--- config.mk ---
export PLATFORM = sky130hd
export DESIGN_NAME = eosr_status_reporter
export DESIGN_NICKNAME = d
export VERILOG_FILES = /design/src/rtl/eosr_pkg.sv /design/src/rtl/eosr_op_timer.sv /design/src/rtl/eosr_toggle.sv /design/src/rtl/eosr_status_reporter.sv
export SDC_FILE = /design/constraint.sdc
export NUM_CORES = 1
export LEC_CHECK = 0
export ABC_AREA = 1
export BUFFER_PORTS_ARGS = -buffer_cell sky130_fd_sc_hd__buf_2
export CAP_MARGIN = 25
export CORE_MARGIN = 2
export CORE_UTILIZATION = 47
export CTS_BUF_LIST = sky130_fd_sc_hd__clkbuf_8
export DETAILED_ROUTE_END_ITERATION = 12
export PLACE_DENSITY = 0.86
export SLEW_MARGIN = 20
export SYNTH_ARGS = -nofsm -noshare
export SYNTH_HDL_FRONTEND = slang
export SYNTH_SLANG_ARGS = --single-unit
--- constraint.sdc ---
create_clock -name clk -period 2 [get_ports clk]
set_input_delay 0 -clock clk [delete_from_list [all_inputs] [get_ports clk]]
set_output_delay 0 -clock clk [all_outputs]
set_load 0.02 [all_outputs]
--- src/rtl/eosr_pkg.sv ---
package eosr_pkg;

    typedef enum logic {
        OP_PROG  = 1'b0,
        OP_ERASE = 1'b1
    } op_kind_e;

    typedef struct packed {
        op_kind_e kind;
        logic     wr_bit;   // bit POLL_BIT of the word being written
    } op_ctx_t;

    // Value shown on the polling bit while an operation is busy
    function automatic logic poll_value(op_ctx_t ctx);
        return (ctx.kind == OP_ERASE) ? 1'b0 : ~ctx.wr_bit;
    endfunction

    function automatic int unsigned max_u(int unsigned a, int unsigned b);
        return (a > b) ? a : b;
    endfunction

endpackage

--- src/rtl/eosr_op_timer.sv ---
module eosr_op_timer
    import eosr_pkg::*;
#(
    parameter int unsigned PROG_CYCLES  = 20,
    parameter int unsigned ERASE_CYCLES = 60
) (
    input  logic    clk,
    input  logic    rst,
    input  logic    prog_start,
    input  logic    erase_start,
    input  logic    load_poll_bit,
    output logic    busy,
    output op_ctx_t ctx
);
    localparam int unsigned LONGEST = max_u(PROG_CYCLES, ERASE_CYCLES);
    localparam int unsigned CNT_W   = $clog2(LONGEST + 1);
    localparam logic [CNT_W-1:0] PROG_LOAD  = CNT_W'(PROG_CYCLES);
    localparam logic [CNT_W-1:0] ERASE_LOAD = CNT_W'(ERASE_CYCLES);

    logic [CNT_W-1:0] remain_q;
    logic             busy_q;
    op_ctx_t          ctx_q;

    always_ff @(posedge clk) begin
        if (rst) begin
            busy_q   <= 1'b0;
            remain_q <= '0;
            ctx_q    <= '{kind: OP_PROG, wr_bit: 1'b0};
        end else if (busy_q) begin
            if (remain_q == CNT_W'(1)) begin
                busy_q <= 1'b0;
            end
            remain_q <= remain_q - CNT_W'(1);
        end else if (erase_start) begin
            busy_q   <= 1'b1;
            remain_q <= ERASE_LOAD;
            ctx_q    <= '{kind: OP_ERASE, wr_bit: 1'b0};
        end else if (prog_start) begin
            busy_q   <= 1'b1;
            remain_q <= PROG_LOAD;
            ctx_q    <= '{kind: OP_PROG, wr_bit: load_poll_bit};
        end
    end

    assign busy = busy_q;
    assign ctx  = ctx_q;

    AST_BUSY_HOLD: assert property (@(posedge clk) disable iff (rst)
        (busy_q && remain_q != CNT_W'(1)) |=> busy_q);
    AST_BUSY_END: assert property (@(posedge clk) disable iff (rst)
        (busy_q && remain_q == CNT_W'(1)) |=> !busy_q);
    AST_START_IGNORED: assert property (@(posedge clk) disable iff (rst)
        (busy_q && (prog_start || erase_start)) |=> $stable(ctx_q));
    AST_ABORT: assert property (@(posedge clk)
        rst |=> !busy_q);
    AST_ERASE_WINS: assert property (@(posedge clk) disable iff (rst)
        (!busy_q && erase_start) |=> (busy_q && ctx_q.kind == OP_ERASE));

endmodule

--- src/rtl/eosr_toggle.sv ---
module eosr_toggle (
    input  logic clk,
    input  logic rst,
    input  logic oe_n,
    input  logic ce_n,
    input  logic busy,
    output logic tgl
);
    logic access;
    logic access_q;
    logic access_start;
    logic tgl_q;

    assign access       = !oe_n && !ce_n;
    assign access_start = access && !access_q;

    always_ff @(posedge clk) begin
        if (rst) begin
            access_q <= 1'b0;
            tgl_q    <= 1'b0;
        end else begin
            access_q <= access;
            if (busy && access_start) begin
                tgl_q <= ~tgl_q;
            end
        end
    end

    assign tgl = tgl_q;

    AST_TGL_FLIP: assert property (@(posedge clk) disable iff (rst)
        (busy && access_start) |=> (tgl_q != $past(tgl_q)));
    AST_TGL_HOLD_STEADY: assert property (@(posedge clk) disable iff (rst)
        (busy && access && access_q) |=> $stable(tgl_q));
    AST_TGL_IDLE: assert property (@(posedge clk) disable iff (rst)
        !busy |=> $stable(tgl_q));

endmodule

--- src/rtl/eosr_status_reporter.sv ---
module eosr_status_reporter
    import eosr_pkg::*;
#(
    parameter int unsigned DATA_W       = 16,
    parameter int unsigned POLL_BIT     = 7,
    parameter int unsigned TGL_BIT      = 6,
    parameter int unsigned PROG_CYCLES  = 20,
    parameter int unsigned ERASE_CYCLES = 60
) (
    input  logic              clk,
    input  logic              rst,
    input  logic              prog_start,
    input  logic              erase_start,
    input  logic              load_poll_bit,
    input  logic              oe_n,
    input  logic              ce_n,
    input  logic [DATA_W-1:0] array_rdata,
    output logic [DATA_W-1:0] rdata,
    output logic              busy
);
    logic    op_busy;
    op_ctx_t op_ctx;
    logic    tgl_bit;

    eosr_op_timer #(
        .PROG_CYCLES (PROG_CYCLES),
        .ERASE_CYCLES(ERASE_CYCLES)
    ) u_timer (
        .clk          (clk),
        .rst          (rst),
        .prog_start   (prog_start),
        .erase_start  (erase_start),
        .load_poll_bit(load_poll_bit),
        .busy         (op_busy),
        .ctx          (op_ctx)
    );

    eosr_toggle u_toggle (
        .clk (clk),
        .rst (rst),
        .oe_n(oe_n),
        .ce_n(ce_n),
        .busy(op_busy),
        .tgl (tgl_bit)
    );

    always_comb begin
        rdata = array_rdata;
        if (op_busy) begin
            rdata[POLL_BIT] = poll_value(op_ctx);
            rdata[TGL_BIT]  = tgl_bit;
        end
    end

    assign busy = op_busy;

    AST_IDLE_PASS: assert property (@(posedge clk) disable iff (rst)
        !op_busy |-> (rdata == array_rdata));
    AST_ERASE_POLL: assert property (@(posedge clk) disable iff (rst)
        (op_busy && op_ctx.kind == OP_ERASE) |-> !rdata[POLL_BIT]);
    AST_PROG_POLL: assert property (@(posedge clk) disable iff (rst)
        (op_busy && op_ctx.kind == OP_PROG) |-> (rdata[POLL_BIT] == ~op_ctx.wr_bit));

endmodule

======== Yosys cells after proc, flatten, opt, wreduce, memory -nomap -nowiden ========
Cells that the tools add are included.
cells by class
  $add $sub $neg .......................... 1
  reductions and logical operators ........ 9
  mux-type cells .......................... 11
  bitwise operators ....................... 3
  equality and inequality tests ........... 1
operators by type and width
  operator                                                                count
  6-bit 2-to-1 mux                                                        3
  6-bit by 1-bit equality test with 1-bit output (second input constant)  1
  2-bit 2-to-1 mux                                                        3
  6-bit by 1-bit subtractor with 6-bit output (second input constant)     1
  1-bit 2-to-1 mux                                                        5
  1-bit logical AND                                                       3
  1-bit logical NOT                                                       3
  1-bit NOT                                                               3
  3-bit nonzero test                                                      1
  2-bit AND reduction                                                     1
  2-bit nonzero test                                                      1
word-level totals
  register bits ........................... 11
  logic and storage cells ................. 31

======== Logic depth before layout (Yosys ltp) ========
  depth in word-level cells ............... 4
  depth in mapped cells ................... 8

======== Cells and area by module ========
Synthesis repeated with hierarchy kept, for this count alone.
unflattened totals
  cells, all modules ...................... 95
  area total of the unflattened synthesis .. 668.1 um2
by module, submodules not included
  module                times used  area each (um2)  seq. area each (um2)  cells an instance
  eosr_op_timer         1           450.4            180.2                 62
  eosr_status_reporter  1           135.1            0.0                   22
  eosr_toggle           1           82.6             40.0                  11

======== Worst setup path before layout ========
Ideal clock, no wire load.
  path type ............................... register to output
  start point ............................. register u_timer.busy_q (netlist: u_timer.busy)
  end point ............................... output port rdata[7]
  setup slack ............................. 705 ps
  data required time ...................... 2000 ps
  stages on the path, launching flop included .. 4
  data arrival time ....................... 1295 ps
  path through ............................ dfxtp_1 > inv_2 > buf_6 > o31ai_1
on the way
  word-level cells in the longest chain between the ends .. 1
RTL lines
  element                 RTL line                    text
  from (decl)             eosr_op_timer.sv:21         logic busy_q;
  from (signal assigned)  eosr_op_timer.sv:26         busy_q <= 1'b0;
  from (signal assigned)  eosr_op_timer.sv:31         busy_q <= 1'b0;
  from (signal assigned)  eosr_op_timer.sv:35         busy_q <= 1'b1;
  2-bit 2-to-1 mux        eosr_status_reporter.sv:49  if (op_busy) begin
  to (decl)               eosr_status_reporter.sv:18  output logic [DATA_W-1:0] rdata,
No other way between the ends.

======== Final worst setup path ========
Ends and elaborated chain as after synthesis.

==> results.toml <==
[worst_hold_path]
worst_hold_path.num_cells = 0
holdCritPathClass = "in2out"
worstHoldEndpoint = "rdata[15]"
worst_hold_startpoint = "array_rdata[15]"

[die]
fp.dieH_um = 41.8
std_cell_rows = 13
chipWidth_um = 41.8
floorplan.die_area_sq_um = 1750
design.core.area_sq_um = 1320
top_level_ports = 40
floorplan.initialDensity_pct = 50.9

[layout]
layout.core_utilization_pct = 51.1
area_delta_synth_final_pct = 0.373
mostFrequentLayoutCells = "sky130_fd_sc_hd__nand2_1, sky130_fd_sc_hd__inv_1, sky130_fd_sc_hd__buf_2, sky130_fd_sc_hd__dfxtp_1, sky130_fd_sc_hd__nor2_1"
final_non_filler_cells = 111
final_net_count = 122
most_common_library_cell_in_the_layout_ignoring_fill_and_taps = "sky130_fd_sc_hd__nand2_1"
seqCellArea_sq_um = 220
layout.filler_cells = 125
diode_insertion_count_for_antenna_repair = 0
footprint_of_the_multi_input_gates_sq_um = 282
post_route_cells_drive_above_1_share_pct = 17.7

[clock_network]
cts_hold_buffers = 0
buffers_inserted_by_post_cts_timing_repair = 0
tritoncts = "built"
cts_htree_levels = 1
cts_clk_pin_slew_worst_paths_ns = 0.05
ctsRootBufferMaster = "sky130_fd_sc_hd__clkbuf_8"
number_of_sinks_driven_by_the_clock_tree = 11
worst_skew_pair.late_latency_ns = 0.24
post_cts_resize_count = 0
ctsLongestPathBuffers = 2
cts-buffers-inserted = 3

[global_routing]
grt_start_max_net_pins = 12
use_met1_pct = 15.6
antenna_violations_before_repair = 0
met2_usage_pct = 24.1
globalRoute.busiestLayer = "met2"
first_pass_grt_wire_length_mm = 1.99
vias_in_the_first_global_route = 503
globalRouteMet3Util_pct = 6.09
grt.total_usage_pct = 15.2
global_route.overflow_total = 0

[sta]
setup_viol = 0
finalHoldViolations = 0
timing_worst_slew_pin_value_ns = 0.305
max-slew-margin-rel_pct = 79.7
finalCriticalPeriod_ns = 1.31
final_cycle_utilization_of_the_critical_path_pct = 65.4
timing.setup.tns_ns = 0
worst_clock_skew_ns = 0.00120
finalMaxSlewViolations = 0
rsz_0062_raised_after_global_routing = "false"
timing.fmax_mhz = 765
timing.final.ws_setup_ns = 0.693

[routing]
drc = 0
detailedRoute.firstIterationViolations = 14
routed_vias = 561
drt-vias-per-instance = 5.05
post_detailed_route_wirelength_per_cell_um = 10.9
postRouteAntennaNets = 0
wirelength_mm = 1.21
drtPass1Iterations = 2

[job]
timing.max_cap.violations = 0

[placement]
placed_cells_incl_taps = 107
dpl.hpwl_um = 942
placement.io_buffers = 11
place_ws_ns = 0.860
finalWeightedCongestion = 0.864

[status]
outcome = "completed"

[logic_synthesis]
synth_nets = 121
syn-cell-area_sq_um = 671
postSynthCellCount = 96
synth.yosys.warnings = 0
seq_area_frac_synth_pct = 32.8
synth_area_per_cell_sq_um = 6.99
synth_largest_type_area_fraction_pct = 32.8
ys_ff_latch = 11
top_cell_type_by_total_area_after_synthesis = "sky130_fd_sc_hd__dfxtp_1"
netlist_cell_types = 21
ys_top_cells_by_area = "sky130_fd_sc_hd__dfxtp_1, sky130_fd_sc_hd__buf_4, sky130_fd_sc_hd__nand2_1, sky130_fd_sc_hd__inv_1, sky130_fd_sc_hd__nor2_1"

[power]
p_leak_nw = 0.346
power_uw = 592
vdd.ir_drop.worst_mv = 0.547
cellPowerDensity_nw_per_um2 = 880

[critical_path]
crit_path_start_kind = "flip-flop"
setup.reg_to_reg.worst_slack_ns = 0.85
worstPathRequired_ns = 2.00
rr_endpoint = "u_timer.remain_q[5]"
timing.critical_path.slowest_stage_cell = "sky130_fd_sc_hd__dfxtp_1"
cp_max_fo = 11
worstSetupEndpointType = "output pin"
worst_ep_arrival_time_ns = 1.31
timing.reg2reg.worst_path_depth = 7
crit_reg_reg_startpoint = "u_timer.busy"
crit_path_max_incr_delay_ns = 0.49
worst_path_cell_trace = "inv_2 -> o31ai_1 -> buf_2"
setup.worst_path.class = "reg2out"
## how the worst max path moves through the flow
stage                 startpoint                  end  slack [ns]
floorplan           u_timer.busy             rdata[7]        0.71
global placement    u_timer.busy  u_timer.remain_q[5]        0.86
detailed placement  u_timer.busy  u_timer.remain_q[5]        0.86
CTS                 u_timer.busy             rdata[7]        0.70
global route        u_timer.busy             rdata[6]        0.62
finish              u_timer.busy             rdata[7]        0.69
## worst max-delay path, delay by kind of cell (launching register included)
| kind | cells | cell delay [ns] |
|---|---|---|
| compound gates | 1 | 0.20 |
| buf+inv | 2 | 0.37 |
| flops | 1 | 0.49 |
## registers in the layout, indices dropped and copies added (netlist names)
| register | count |
|---|---|
| u_timer.ctx | 2 |
| u_timer.remain_q | 6 |
| u_toggle.access_q | 1 |
| u_toggle.tgl | 1 |
| u_timer.busy | 1 |
## synth_stat cells (all sizes together)
cell and instances:
nand2 18, buf 15, inv 13, dfxtp 11, nor2 11, a21oi 6, nand3 6, o21ai 6
ha 2, a31oi 1, clkinv 1, nand4 1, nor3 1, o211a 1, o22ai 1, o31ai 1
or2 1
## per-stage QoR
stage	area, sq um	hold slack (ns)
after floorplan	671	0.0691
after global placement	628	0.000137
after detailed placement	628	0.000137
after CTS	673	0.000137
after global routing	673	0.0000273
final	673	0.00000656
## power breakdown
part,internal (mW),switching [mW]
registers,0.240,0.0212
clock network,0.135,0.0858
logic,0.0436,0.0666
total,0.419,0.174
## cell type report
type	instances	share of cell area [%]
inverter	14	7.81
sequential	11	32.7
timing repair buffer	11	8.18
clock inverter	1	0.558
tap	15	2.79
clock buffer	3	6.13
multi-input combinational	56	41.8
## logic make-up after synthesis
family                   share of synthesized area [%]
flip-flops                                        32.8
buffers and inverters                             25.2
adder cells (fa/ha/maj)                           3.73
AND/OR/NAND/NOR                                   24.8
AO/OA/AOI/OAI                                     13.4
## layer usage
metal  part of all wire (%)  up-vias
met2                     46       19
li1                       -      290
met4                    3.2        0
met5                      0        -
met1                     42      247
met3                    7.9        5
No activity file was read; power rests on OpenSTA's default activity.
